`config.mk`:
```
export PLATFORM = sky130hd
export DESIGN_NAME = tunerI2cSlave
export DESIGN_NICKNAME = d
export VERILOG_FILES = /design/src/rtl/tuner_pkg.sv /design/src/rtl/tunerBusCtrl.sv /design/src/rtl/tunerRegs.sv /design/src/rtl/tunerI2cSlave.sv
export SDC_FILE = /design/constraint.sdc
export NUM_CORES = 1
export LEC_CHECK = 0
export BUFFER_PORTS_ARGS = -buffer_cell sky130_fd_sc_hd__buf_2
export CORE_ASPECT_RATIO = 1.4
export CORE_MARGIN = 2
export CORE_UTILIZATION = 38
export CTS_CLUSTER_DIAMETER = 120
export DETAILED_ROUTE_END_ITERATION = 7
export GPL_TIMING_DRIVEN = 0
export REMOVE_ABC_BUFFERS = 1
export SLEW_MARGIN = 20
export SYNTH_ARGS = -nofsm -noshare
export SYNTH_HDL_FRONTEND = slang
export SYNTH_SLANG_ARGS = --single-unit
```
`constraint.sdc`:
```
create_clock -name clk -period 2.51 [get_ports clk]
set_input_delay 0.502 -clock clk [delete_from_list [all_inputs] [get_ports clk]]
set_output_delay 0.502 -clock clk [all_outputs]
set_load 0.01 [all_outputs]
```
`src/rtl/tuner_pkg.sv`:
```
package tuner_pkg;
  typedef enum logic [2:0] {
    COMMIT_NONE,
    COMMIT_FREQ_HI,
    COMMIT_FREQ_LO,
    COMMIT_CTRL,
    COMMIT_PORTS
  } commitKind_t;

  typedef struct packed {
    logic        shiftIn;
    logic        loadStatus;
    logic        shiftOut;
    commitKind_t commit;
    logic        clrPor;
  } dpStrobe_t;
endpackage

```
`src/rtl/tunerBusCtrl.sv`:
```
module tunerBusCtrl
  import tuner_pkg::*;
#(
  parameter int         SYNC_STAGES = 2,
  parameter logic [4:0] DEV_PREFIX  = 5'b11000
) (
  input  logic       clk,
  input  logic       rstN,
  input  logic       sclRaw,
  input  logic       sdaRaw,
  input  logic [1:0] selAddr,
  input  logic [7:0] rxByte,
  output dpStrobe_t  strobe,
  output logic       sdaBit,
  output logic       ackDrive,
  output logic       txActive
);
  localparam int CNT_W = 4;
  localparam logic [CNT_W-1:0] FULL_BYTE = CNT_W'(8);
  localparam logic [CNT_W-1:0] LAST_TX   = CNT_W'(7);

  typedef enum logic [2:0] {
    ST_IDLE, ST_ADDR, ST_ADDR_ACK, ST_WRX, ST_WACK, ST_TX, ST_MACK
  } busState_t;

  logic [SYNC_STAGES-1:0] sclPipe, sdaPipe;
  logic sclPrev, sdaPrev;
  logic sclS, sdaS;

  always_ff @(posedge clk or negedge rstN) begin
    if (!rstN) begin
      sclPipe <= '1;
      sdaPipe <= '1;
      sclPrev <= 1'b1;
      sdaPrev <= 1'b1;
    end else begin
      sclPipe <= {sclPipe[SYNC_STAGES-2:0], sclRaw};
      sdaPipe <= {sdaPipe[SYNC_STAGES-2:0], sdaRaw};
      sclPrev <= sclS;
      sdaPrev <= sdaS;
    end
  end

  assign sclS   = sclPipe[SYNC_STAGES-1];
  assign sdaS   = sdaPipe[SYNC_STAGES-1];
  assign sdaBit = sdaS;

  logic sclRise, sclFall, startCond, stopCond;
  assign sclRise   = sclS & ~sclPrev;
  assign sclFall   = ~sclS & sclPrev;
  assign startCond = sclS & sclPrev & sdaPrev & ~sdaS;
  assign stopCond  = sclS & sclPrev & ~sdaPrev & sdaS;

  busState_t        state;
  logic [CNT_W-1:0] bitCnt;
  logic             isRead, rdActive, expectSecond, secondCtrl, masterAck;
  logic             byteDone, addrOk;

  assign byteDone = sclFall & (bitCnt == FULL_BYTE);
  assign addrOk   = (rxByte[7:3] == DEV_PREFIX) &&
                    ((rxByte[2:1] == 2'b00) || (rxByte[2:1] == selAddr));

  always_comb begin
    strobe         = '0;
    strobe.shiftIn = sclRise & ((state == ST_ADDR) || (state == ST_WRX));
    strobe.loadStatus = sclFall & (((state == ST_ADDR_ACK) & isRead) |
                                   ((state == ST_MACK) & masterAck));
    strobe.shiftOut = sclFall & (state == ST_TX) & (bitCnt != LAST_TX);
    strobe.clrPor   = stopCond & rdActive;
    if (!startCond && !stopCond && (state == ST_WRX) && byteDone) begin
      if (expectSecond) strobe.commit = secondCtrl ? COMMIT_PORTS : COMMIT_FREQ_LO;
      else              strobe.commit = rxByte[7] ? COMMIT_CTRL : COMMIT_FREQ_HI;
    end
  end

  always_ff @(posedge clk or negedge rstN) begin
    if (!rstN) begin
      state        <= ST_IDLE;
      bitCnt       <= '0;
      isRead       <= 1'b0;
      rdActive     <= 1'b0;
      expectSecond <= 1'b0;
      secondCtrl   <= 1'b0;
      masterAck    <= 1'b0;
      ackDrive     <= 1'b0;
      txActive     <= 1'b0;
    end else if (startCond) begin
      state        <= ST_ADDR;
      bitCnt       <= '0;
      ackDrive     <= 1'b0;
      txActive     <= 1'b0;
      rdActive     <= 1'b0;
      expectSecond <= 1'b0;
    end else if (stopCond) begin
      state    <= ST_IDLE;
      ackDrive <= 1'b0;
      txActive <= 1'b0;
      rdActive <= 1'b0;
    end else begin
      unique case (state)
        ST_ADDR: begin
          if (sclRise) bitCnt <= bitCnt + 1'b1;
          if (byteDone) begin
            if (addrOk) begin
              state    <= ST_ADDR_ACK;
              ackDrive <= 1'b1;
              isRead   <= rxByte[0];
              rdActive <= rxByte[0];
            end else begin
              state <= ST_IDLE;
            end
          end
        end
        ST_ADDR_ACK: if (sclFall) begin
          ackDrive <= 1'b0;
          bitCnt   <= '0;
          if (isRead) begin
            state    <= ST_TX;
            txActive <= 1'b1;
          end else begin
            state <= ST_WRX;
          end
        end
        ST_WRX: begin
          if (sclRise) bitCnt <= bitCnt + 1'b1;
          if (byteDone) begin
            state    <= ST_WACK;
            ackDrive <= 1'b1;
            if (expectSecond) expectSecond <= 1'b0;
            else begin
              expectSecond <= 1'b1;
              secondCtrl   <= rxByte[7];
            end
          end
        end
        ST_WACK: if (sclFall) begin
          ackDrive <= 1'b0;
          bitCnt   <= '0;
          state    <= ST_WRX;
        end
        ST_TX: if (sclFall) begin
          if (bitCnt == LAST_TX) begin
            txActive <= 1'b0;
            state    <= ST_MACK;
          end else begin
            bitCnt <= bitCnt + 1'b1;
          end
        end
        ST_MACK: begin
          if (sclRise) masterAck <= ~sdaS;
          if (sclFall) begin
            if (masterAck) begin
              state    <= ST_TX;
              txActive <= 1'b1;
              bitCnt   <= '0;
            end else begin
              state <= ST_IDLE;
            end
          end
        end
        default: ;
      endcase
    end
  end
endmodule

```
`src/rtl/tunerRegs.sv`:
```
module tunerRegs
  import tuner_pkg::*;
#(
  parameter int RATIO_W = 15
) (
  input  logic               clk,
  input  logic               rstN,
  input  dpStrobe_t          strobe,
  input  logic               sdaBit,
  input  logic               lockIn,
  input  logic [2:0]         portSense,
  input  logic [2:0]         adcCode,
  output logic [7:0]         rxByte,
  output logic               txMsb,
  output logic               porFlag,
  output logic [RATIO_W-1:0] divRatio,
  output logic               pumpHigh,
  output logic               testMode,
  output logic               pumpOff,
  output logic               ampOff,
  output logic [7:0]         portDrive
);
  localparam int HI_W = RATIO_W - 8;

  logic [7:0]      rxShift, txShift;
  logic [HI_W-1:0] freqHi;
  logic [7:0]      statusByte;

  assign statusByte = {porFlag, lockIn, portSense, adcCode};
  assign rxByte     = rxShift;
  assign txMsb      = txShift[7];

  always_ff @(posedge clk or negedge rstN) begin
    if (!rstN) begin
      rxShift   <= '0;
      txShift   <= '1;
      freqHi    <= '0;
      divRatio  <= '0;
      pumpHigh  <= 1'b0;
      testMode  <= 1'b0;
      pumpOff   <= 1'b0;
      ampOff    <= 1'b0;
      portDrive <= '0;
      porFlag   <= 1'b1;
    end else begin
      if (strobe.shiftIn) rxShift <= {rxShift[6:0], sdaBit};
      if (strobe.loadStatus)    txShift <= statusByte;
      else if (strobe.shiftOut) txShift <= {txShift[6:0], 1'b1};
      if (strobe.clrPor) porFlag <= 1'b0;
      unique case (strobe.commit)
        COMMIT_FREQ_HI: freqHi   <= rxShift[HI_W-1:0];
        COMMIT_FREQ_LO: divRatio <= {freqHi, rxShift};
        COMMIT_CTRL: begin
          pumpHigh <= rxShift[6];
          testMode <= rxShift[5];
          pumpOff  <= rxShift[4];
          ampOff   <= rxShift[0];
        end
        COMMIT_PORTS: portDrive <= rxShift;
        default: ;
      endcase
    end
  end
endmodule

```
`src/rtl/tunerI2cSlave.sv`:
```
module tunerI2cSlave
  import tuner_pkg::*;
#(
  parameter int RATIO_W     = 15,
  parameter int SYNC_STAGES = 2
) (
  input  logic               clk,
  input  logic               rstN,
  input  logic               sclIn,
  input  logic               sdaIn,
  output logic               sdaOut,
  output logic               sdaOe,
  input  logic [1:0]         selAddr,
  input  logic [2:0]         portSense,
  input  logic               lockIn,
  input  logic [2:0]         adcCode,
  output logic [RATIO_W-1:0] divRatio,
  output logic               pumpHigh,
  output logic               testMode,
  output logic               pumpOff,
  output logic               ampOff,
  output logic [7:0]         portDrive
);
  dpStrobe_t  dpStrobe;
  logic       sdaBit, ackDrive, txActive, txMsb, porFlag;
  logic [7:0] rxByte;

  tunerBusCtrl #(.SYNC_STAGES(SYNC_STAGES)) uCtrl (
    .clk(clk), .rstN(rstN), .sclRaw(sclIn), .sdaRaw(sdaIn),
    .selAddr(selAddr), .rxByte(rxByte), .strobe(dpStrobe),
    .sdaBit(sdaBit), .ackDrive(ackDrive), .txActive(txActive)
  );

  tunerRegs #(.RATIO_W(RATIO_W)) uRegs (
    .clk(clk), .rstN(rstN), .strobe(dpStrobe), .sdaBit(sdaBit),
    .lockIn(lockIn), .portSense(portSense), .adcCode(adcCode),
    .rxByte(rxByte), .txMsb(txMsb), .porFlag(porFlag),
    .divRatio(divRatio), .pumpHigh(pumpHigh), .testMode(testMode),
    .pumpOff(pumpOff), .ampOff(ampOff), .portDrive(portDrive)
  );

  assign sdaOut = 1'b0;
  assign sdaOe  = ackDrive | (txActive & ~txMsb);
endmodule

```
==> results of run 1 <==
==> through the flow <==
stage	setup slack (ps)	std cells
3_5_place_dp	85.8	401
5_1_grt	9.98	418
6_report	195	418
3_3_place_gp	127	400
2_1_floorplan	496	255
4_1_cts	77.1	417
==> power by group <==
part	switching (mW)	internal (mW)	total (mW)
Clock	0.441	0.798	1.24
Combinational	0.368	0.353	0.721
Sequential	0.277	1.36	1.64
==> cell type report <==
class                   count  area [sq um]
clock buffers              15           258
clock inverters             1          30.0
flip-flops and latches     71          1800
multi-input cells         173          1360
inverters                  11          41.3
repair buffers             42           230
well taps                 105           131
fillers                   795          4610
==> worst reg2reg max path: cells and delay by family, from the launching register on <==
kind                   cells  cell delay, ps
AND/OR/NAND/NOR            4            1060
flip-flops                 1             540
multiplexers               1             390
buffers and inverters      1             210
==> kinds of logic (layout without fill, tap and decap cells) <==
logic type	Yosys count	in the layout	share of synthesized area (%)
AOI/OAI and AO/OA	51	51	10.5
muxes	43	43	15.7
adders and majority gates	2	2	0.768
buffers and inverters	23	69	3.26
xor gates and xnor gates	2	2	0.538
DFF	71	71	55.1
other	1	1	0.115
and+or+nand+nor	74	74	14.0
==> registers in the layout, indices dropped and copies added (netlist names), 2 cells and up <==
| name | count |
|---|---|
| uCtrl.sdaPipe | 2 |
| uRegs.freqHi | 7 |
| uCtrl.sclPipe | 2 |
| uRegs.txShift | 8 |
| uCtrl.state | 3 |
| uRegs.divRatio | 15 |
| uCtrl.bitCnt | 4 |
| uRegs.portDrive | 8 |
| uRegs.rxByte | 8 |
==> how the worst max path moves through the flow <==
stage                                          start                      endpoint  cells after the start
after global placement       uCtrl.sclPrev$_DFF_PN1_   uRegs.freqHi[2]$_DFFE_PN0N_                      5
after detailed placement     uCtrl.sclPrev$_DFF_PN1_   uRegs.freqHi[2]$_DFFE_PN0N_                      5
after floorplan              uCtrl.sclPrev$_DFF_PN1_   uRegs.freqHi[0]$_DFFE_PN0N_                      5
after global routing      uCtrl.state[1]$_DFFE_PN0P_  uRegs.txShift[5]$_DFFE_PN1P_                      5
final                     uCtrl.state[2]$_DFFE_PN0P_   uRegs.freqHi[2]$_DFFE_PN0N_                      6
after CTS                    uCtrl.sclPrev$_DFF_PN1_   uRegs.freqHi[2]$_DFFE_PN0N_                      5
==> per-layer routing <==
layer | up-vias | share of wire, % | GRT usage, % | wire length [microns]
met1 | 1099 | 42 | 19.2 | 2770
met2 | 35 | 52 | 25.8 | 3390
met5 | - | 0 | 0 | 0
met4 | 0 | 2.1 | 8.00 | 138
met3 | 10 | 4.0 | 4.27 | 263
li1 | 1044 | - | - | -
==> repair_timing <==
action | 4_1_cts | 5_1_grt
hold endpoints to repair | 0 | 0
setup buffers | 0 | 1
setup endpoints to repair | 0 | 7
==> synthesized netlist by cell type, types with 2 or more instances <==
library cell | n | area [sq um]
dfrtp_1 | 56 | 1400
mux2_2 | 34 | 383
nand2_1 | 20 | 75.1
dfstp_2 | 15 | 394
a21oi_1 | 13 | 65.1
nor2_1 | 12 | 45.0
inv_1 | 11 | 41.3
o21ai_0 | 9 | 45.0
mux2_4 | 8 | 120
nand3_1 | 7 | 35.0
o22ai_1 | 7 | 43.8
nand2b_1 | 6 | 37.5
buf_2 | 4 | 20.0
clkbuf_1 | 4 | 15.0
nor2b_1 | 4 | 25.0
and2_1 | 3 | 18.8
a211o_1 | 2 | 17.5
a21o_1 | 2 | 15.0
a31oi_1 | 2 | 12.5
buf_4 | 2 | 15.0
ha_1 | 2 | 25.0
nand4_1 | 2 | 12.5
nand4b_1 | 2 | 17.5
nor3_1 | 2 | 10.0
o21bai_1 | 2 | 15.0
o31ai_1 | 2 | 15.0
o32ai_1 | 2 | 17.5
or3_1 | 2 | 12.5
==> metrics.md, run 1 <==
| Metric | Value |
|---|---|
| Worst r2r path cells | 6 |
| Syn_area_per_cell | about 12 sq um |
| Peak Freq | 0.432 GHz |
| Critical path capture point type | flop |
| PwrDens | 937 nW/um^2 |
| CTS max path bufs | 2 |
| Nets | 323 |
| CP max FO | 15 |
| Status | finished clean |
| HPWL Detailed | 4530 microns |
| Worst hold slack | approximately 120 ps |
| Total track usage | 15.9% |
| Largest net degree at the start of global routing | 40 |
| Seq/Total Area, Yosys | 55.1% |
| Slew HR | 46.7% |
| Root buffer cell | clkbuf_16 |
| RSZ-0062 raised after global routing | no |
| Period minus WS final | 2310 ps |
| # DRC | 0 |
| FP Rows | 40 |
| CTS tree | yes |
| Fin util | 45.4% |
| Worst reg2reg setup slack | 200 ps |
| Final setup violation count | 0 |
| Max-slew violation count | 0 |
| Clk Latency, worst-skew pair | 330 ps |
| Cells after Synth | about 270 |
| Router iterations before antenna repair | 4 |
| Static leakage power | roughly 1.9 nW |
| CP required | roughly 2700 ps |
| Max_cap viols | 0 |
| Chip width | just over 80 microns |
| Final Total Pwr | 3.60 mW |
| CP cell instances | nand2b_1 -> nor4_4 -> buf_4 -> nand3b_2 -> nor2_2 -> mux2_2 |
| Die height | 114 microns |
| Final Hold Fails | 0 |
| Detailed Route Iter0 Violations | approximately 110 |
| GP Congestion | between 0.8 and 0.9 |
| H-tree Lvls | 3 |
| R2R Path Start | uCtrl.state[2]$_DFFE_PN0P_ |
| #FFs+latches synth | 71 |
| Final critical-path share of the clock period | between 90 and 100% |
| Slowest stage delay, CP | 540 ps |
| Critical path type | reg2reg |
| Main synth FF type | dfrtp_1 |
| Worst Tran Pin Value | a little under 800 ps |
| Final Cell Area | 3840 sq um |
| Drt wl/cell | 15.7 microns |
| GR Overflow Total | 0 |
| Hold Crit Class | in2async |
| Bufs and invs on worst path | 1 |
| Vias per std cell | 5.23 |
| Slowest cell on the critical path | dfrtp_1 |
| Core footprint | 8460 sq um |
| Worst EP arrival | 2530 ps |
| First-pass GRT wire length | ~11000 microns |
| I/O pin total | 42 |
| Post-cts resize count | 0 |
| Area post-placement | 3550 sq um |
| Synth cell types | 58 |
| Yosys warns | 0 |
| Drt total wl | approximately 6600 microns |
| Total CTS buffers | 9 |
| Layout cell share with drive strength beyond 1 | 38.7% |
| Sink Count | 71 |
| Cell Area, Synth | 3260 sq um |
| Starting Density | 38.5% |
| Ant diodes | 0 |
| CP Launch Type | flop |
| Ys async rst share | 100% |
| Leading cell type in the layout, fill and taps excluded | dfrtp_1 |
| Vias | 2188 |
| CP delay by family, top | simple AND/OR/NAND/NOR gates |
| Final ANT Viol Nets | 0 |
| Post-synth EDFFs | 0 |
| Cts hold-fix bufs | 0 |
| Initial antenna violation count | 0 |
| Vias in the first global route | 2313 |
| Port Buf Inserts | 40 |
| Most frequent cells in the layout | dfrtp_1 (56), buf_2 (39), mux2_2 (34) |
| Die area | 9340 sq um |
| Setup_tns | 0 ps |
| Reg-to-reg endpoint | uRegs.freqHi[2]$_DFFE_PN0N_ |
| Worst vdd ir | 0.535 mV |
| Skew final | ~6.1 ps |
| Layout area overhead | 17.9% |
| Clock transition at path regs | around 50 ps |
Power figures use the tool's default switching activity.
==> run 2, diff against run 1 <==
BUFFER_PORTS_ARGS = -buffer_cell sky130_fd_sc_hd__buf_4   (was -buffer_cell sky130_fd_sc_hd__buf_2)
PLACE_DENSITY_LB_ADDON = 0.3   (was unset)
==> run 2 against run 1 <==
Against the previous run: setup slack better by 32 ps; sequential power is essentially flat; global-route usage decreased by 0.18 points; power shrank 2.8%; final cell count decreased by 0.72%; critical path type unchanged; flip-flop and latch count did not move; register-to-register slack better by 30 ps.
==> metrics.md, run 2 (same netlist as run 1, synthesis figures left out) <==
| Metric | Value |
|---|---|
| Clk Latency, worst-skew pair | 330 ps (about the same) |
| Net Sw Frac | 31.1% (+0.91 points) |
| CTS tree | yes |
| Setup_tns | 0 ps (unchanged) |
| Final critical-path share of the clock period | 90.9% (-1.3 points) |
| Die area | 9340 sq um (unchanged) |
| Drt wl/cell | 15.8 microns (+0.26%) |
| Footprint of the multi-input gates | 1360 sq um (+0.37%) |
| H-tree Lvls | 3 (unchanged) |
| Skew final | 2.50 ps (-3.64 ps) |
| Port Buf Inserts | 40 (unchanged) |
| Final Hold Fails | 0 (unchanged) |
| Peak Freq | 0.438 GHz (+1.4%) |
| RSZ-0062 raised after global routing | no |
| # DRC | 0 (unchanged) |
| Clock power frac | 32.2% (-2.2 points) |
| I/O pin total | 42 (unchanged) |
| CTS max path bufs | 2 (unchanged) |
| Static leakage power | 1.88 nW (-1.1%) |
| Detailed Route Iter0 Violations | 128 (+12%) |
| Largest register FFs | 15 (unchanged) |
| Largest register by flop count | uRegs.divRatio |
| Total CTS buffers | 9 (unchanged) |
| Critical path type | reg2reg |
| Starting Density | 38.5% (unchanged) |
| Switch Pwr | 1.09 mW (about the same) |
| Fin util | 46.0% (+0.55 points) |
| Vias per std cell | 5.31 (+1.5%) |
| Worst EP arrival | 2490 ps (-40 ps) |
| Clock transition at path regs | 50 ps (about the same) |
| Cts hold-fix bufs | 0 (unchanged) |
| Post-cts resize count | 0 (unchanged) |
| Vias | 2205 (+0.78%) |
| Combinational share of power | 20.7% (+0.7 points) |
| Initial antenna violation count | 0 (unchanged) |
| Total track usage | 15.7% (-0.18 points) |
| Die height | 114 microns (unchanged) |
| Core footprint | 8460 sq um (unchanged) |
| Most frequent cells in the layout | dfrtp_1 (56), buf_4 (40), mux2_2 (34) |
| Worst Tran Pin Value | 880 ps (+89.2 ps) |
| CP max FO | 16 (+1) |
| Slowest cell on the critical path | dfrtp_1 |
| PwrDens | 900 nW/um^2 (-4.0%) |
| Hold Crit Class | in2reg |
| Ant diodes | 0 (unchanged) |
| Status | finished clean |
| Router iterations before antenna repair | 4 (unchanged) |
| Final ANT Viol Nets | 0 (unchanged) |
| Root buffer cell | clkbuf_16 |
| CP Launch Type | flop |
| Final Total Pwr | 3.50 mW (-2.8%) |
| Max-slew violation count | 0 (unchanged) |
| Chip width | 82.3 microns (unchanged) |
| Final setup violation count | 0 (unchanged) |
| Slowest stage delay, CP | 560 ps (+20 ps) |
| Layout cell share with drive strength beyond 1 | 38.4% (-0.27 points) |
| FP Rows | 40 (unchanged) |
| CP cell instances | nand2b_1 -> nor4_4 -> nand4b_4 -> mux2_4 |
| Largest net degree at the start of global routing | 72 (+80%) |
| CP required | 2720 ps (about the same) |
| Leading cell type in the layout, fill and taps excluded | dfrtp_1 |
| Register area | 1800 sq um (unchanged) |
| Sink Count | 71 (unchanged) |
| Max_cap viols | 0 (unchanged) |
| Critical path capture point type | flop |
| Sequential share of power | 47.1% (+1.5 points) |
| Vias in the first global route | 2214 (-4.3%) |
| Worst vdd ir | 0.466 mV (-13%) |
| Layout area overhead | 19.3% |
| GR Overflow Total | 0 (unchanged) |
| Slew HR | 41.3% (-5.4 points) |
| Int Power | 2.41 mW (-4.1%) |
| GP Congestion | 0.796 (-3.9%) |
| Nets | 321 (-0.62%) |
| Drt total wl | 6540 microns (-0.46%) |
| HPWL Detailed | 4320 microns (-4.7%) |
| First-pass GRT wire length | 11100 microns (-1.8%) |
| Period minus WS final | 2280 ps (-31.8 ps) |
| Filler cell count | 788 (-0.88%) |
| Total setup buffers inserted after CTS | 0 (unchanged) |
==> run 2: path summary, 6_finish.rpt <==
kind / from / to / slack, ps / cells past startpoint
setup / recovery: uCtrl.state[2]$_DFFE_PN0P_ / uRegs.divRatio[10]$_DFFE_PN0N_ / 230 / 4
min in group asynchronous: rstN / uCtrl.ackDrive$_DFFE_PN0P_ / 300 / 1
setup reg to reg: uCtrl.state[2]$_DFFE_PN0P_ / uRegs.divRatio[10]$_DFFE_PN0N_ / 230 / 4
hold / removal: sclIn / uCtrl.sclPipe[0]$_DFF_PN1_ / 280 / 1
hold reg to reg: uCtrl.sclPipe[0]$_DFF_PN1_ / uCtrl.sclPipe[1]$_DFF_PN1_ / 360 / 0
max in group asynchronous: rstN / uCtrl.bitCnt[1]$_DFFE_PN0P_ / 1640 / 1
==> run 2: per-layer routing <==
metal	up-vias	share of wire, %	global-route usage [%]
met1	1104	44	19.9
met4	0	2.2	7.22
met2	49	49	24.3
met3	11	4.3	4.98
li1	1041	-	-
met5	-	0	0
==> run 2: critical path, delay by kind of cell, from the launching register on <==
family | cells | cell delay, ps
AND/OR/NAND/NOR | 3 | 1170
flip-flops | 1 | 560
multiplexers | 1 | 420
==> run 2: cell type report <==
cell class                 instances  share of cell area [%]
sequential                        71                    46.2
multi-input combinational        173                    35.0
timing repair buffer              40                    7.72
clock buffer                      14                    6.53
tap                              105                    3.38
inverter                          11                    1.06
clock inverter                     1                   0.129
==> run 2: metrics by stage <==
step | setup slack [ps] | hold slack, ps | cells | area (sq um)
after floorplan | 496 | 206 | 255 | 3190
after global placement | 133 | 347 | 400 | 3630
after detailed placement | 123 | 349 | 400 | 3630
after CTS | 95.2 | 264 | 415 | 3880
after global routing | 48.2 | 266 | 415 | 3890
final | 227 | 280 | 415 | 3890
==> run 2: power by group through the flow <==
stage,logic [mW],clock network [mW],registers (mW)
2_1_floorplan,0.575,0,1.57
3_3_place_gp,0.709,0,1.66
3_5_place_dp,0.724,0,1.67
4_1_cts,0.731,1.16,1.65
5_1_grt,0.815,1.21,1.69
6_report,0.723,1.13,1.65
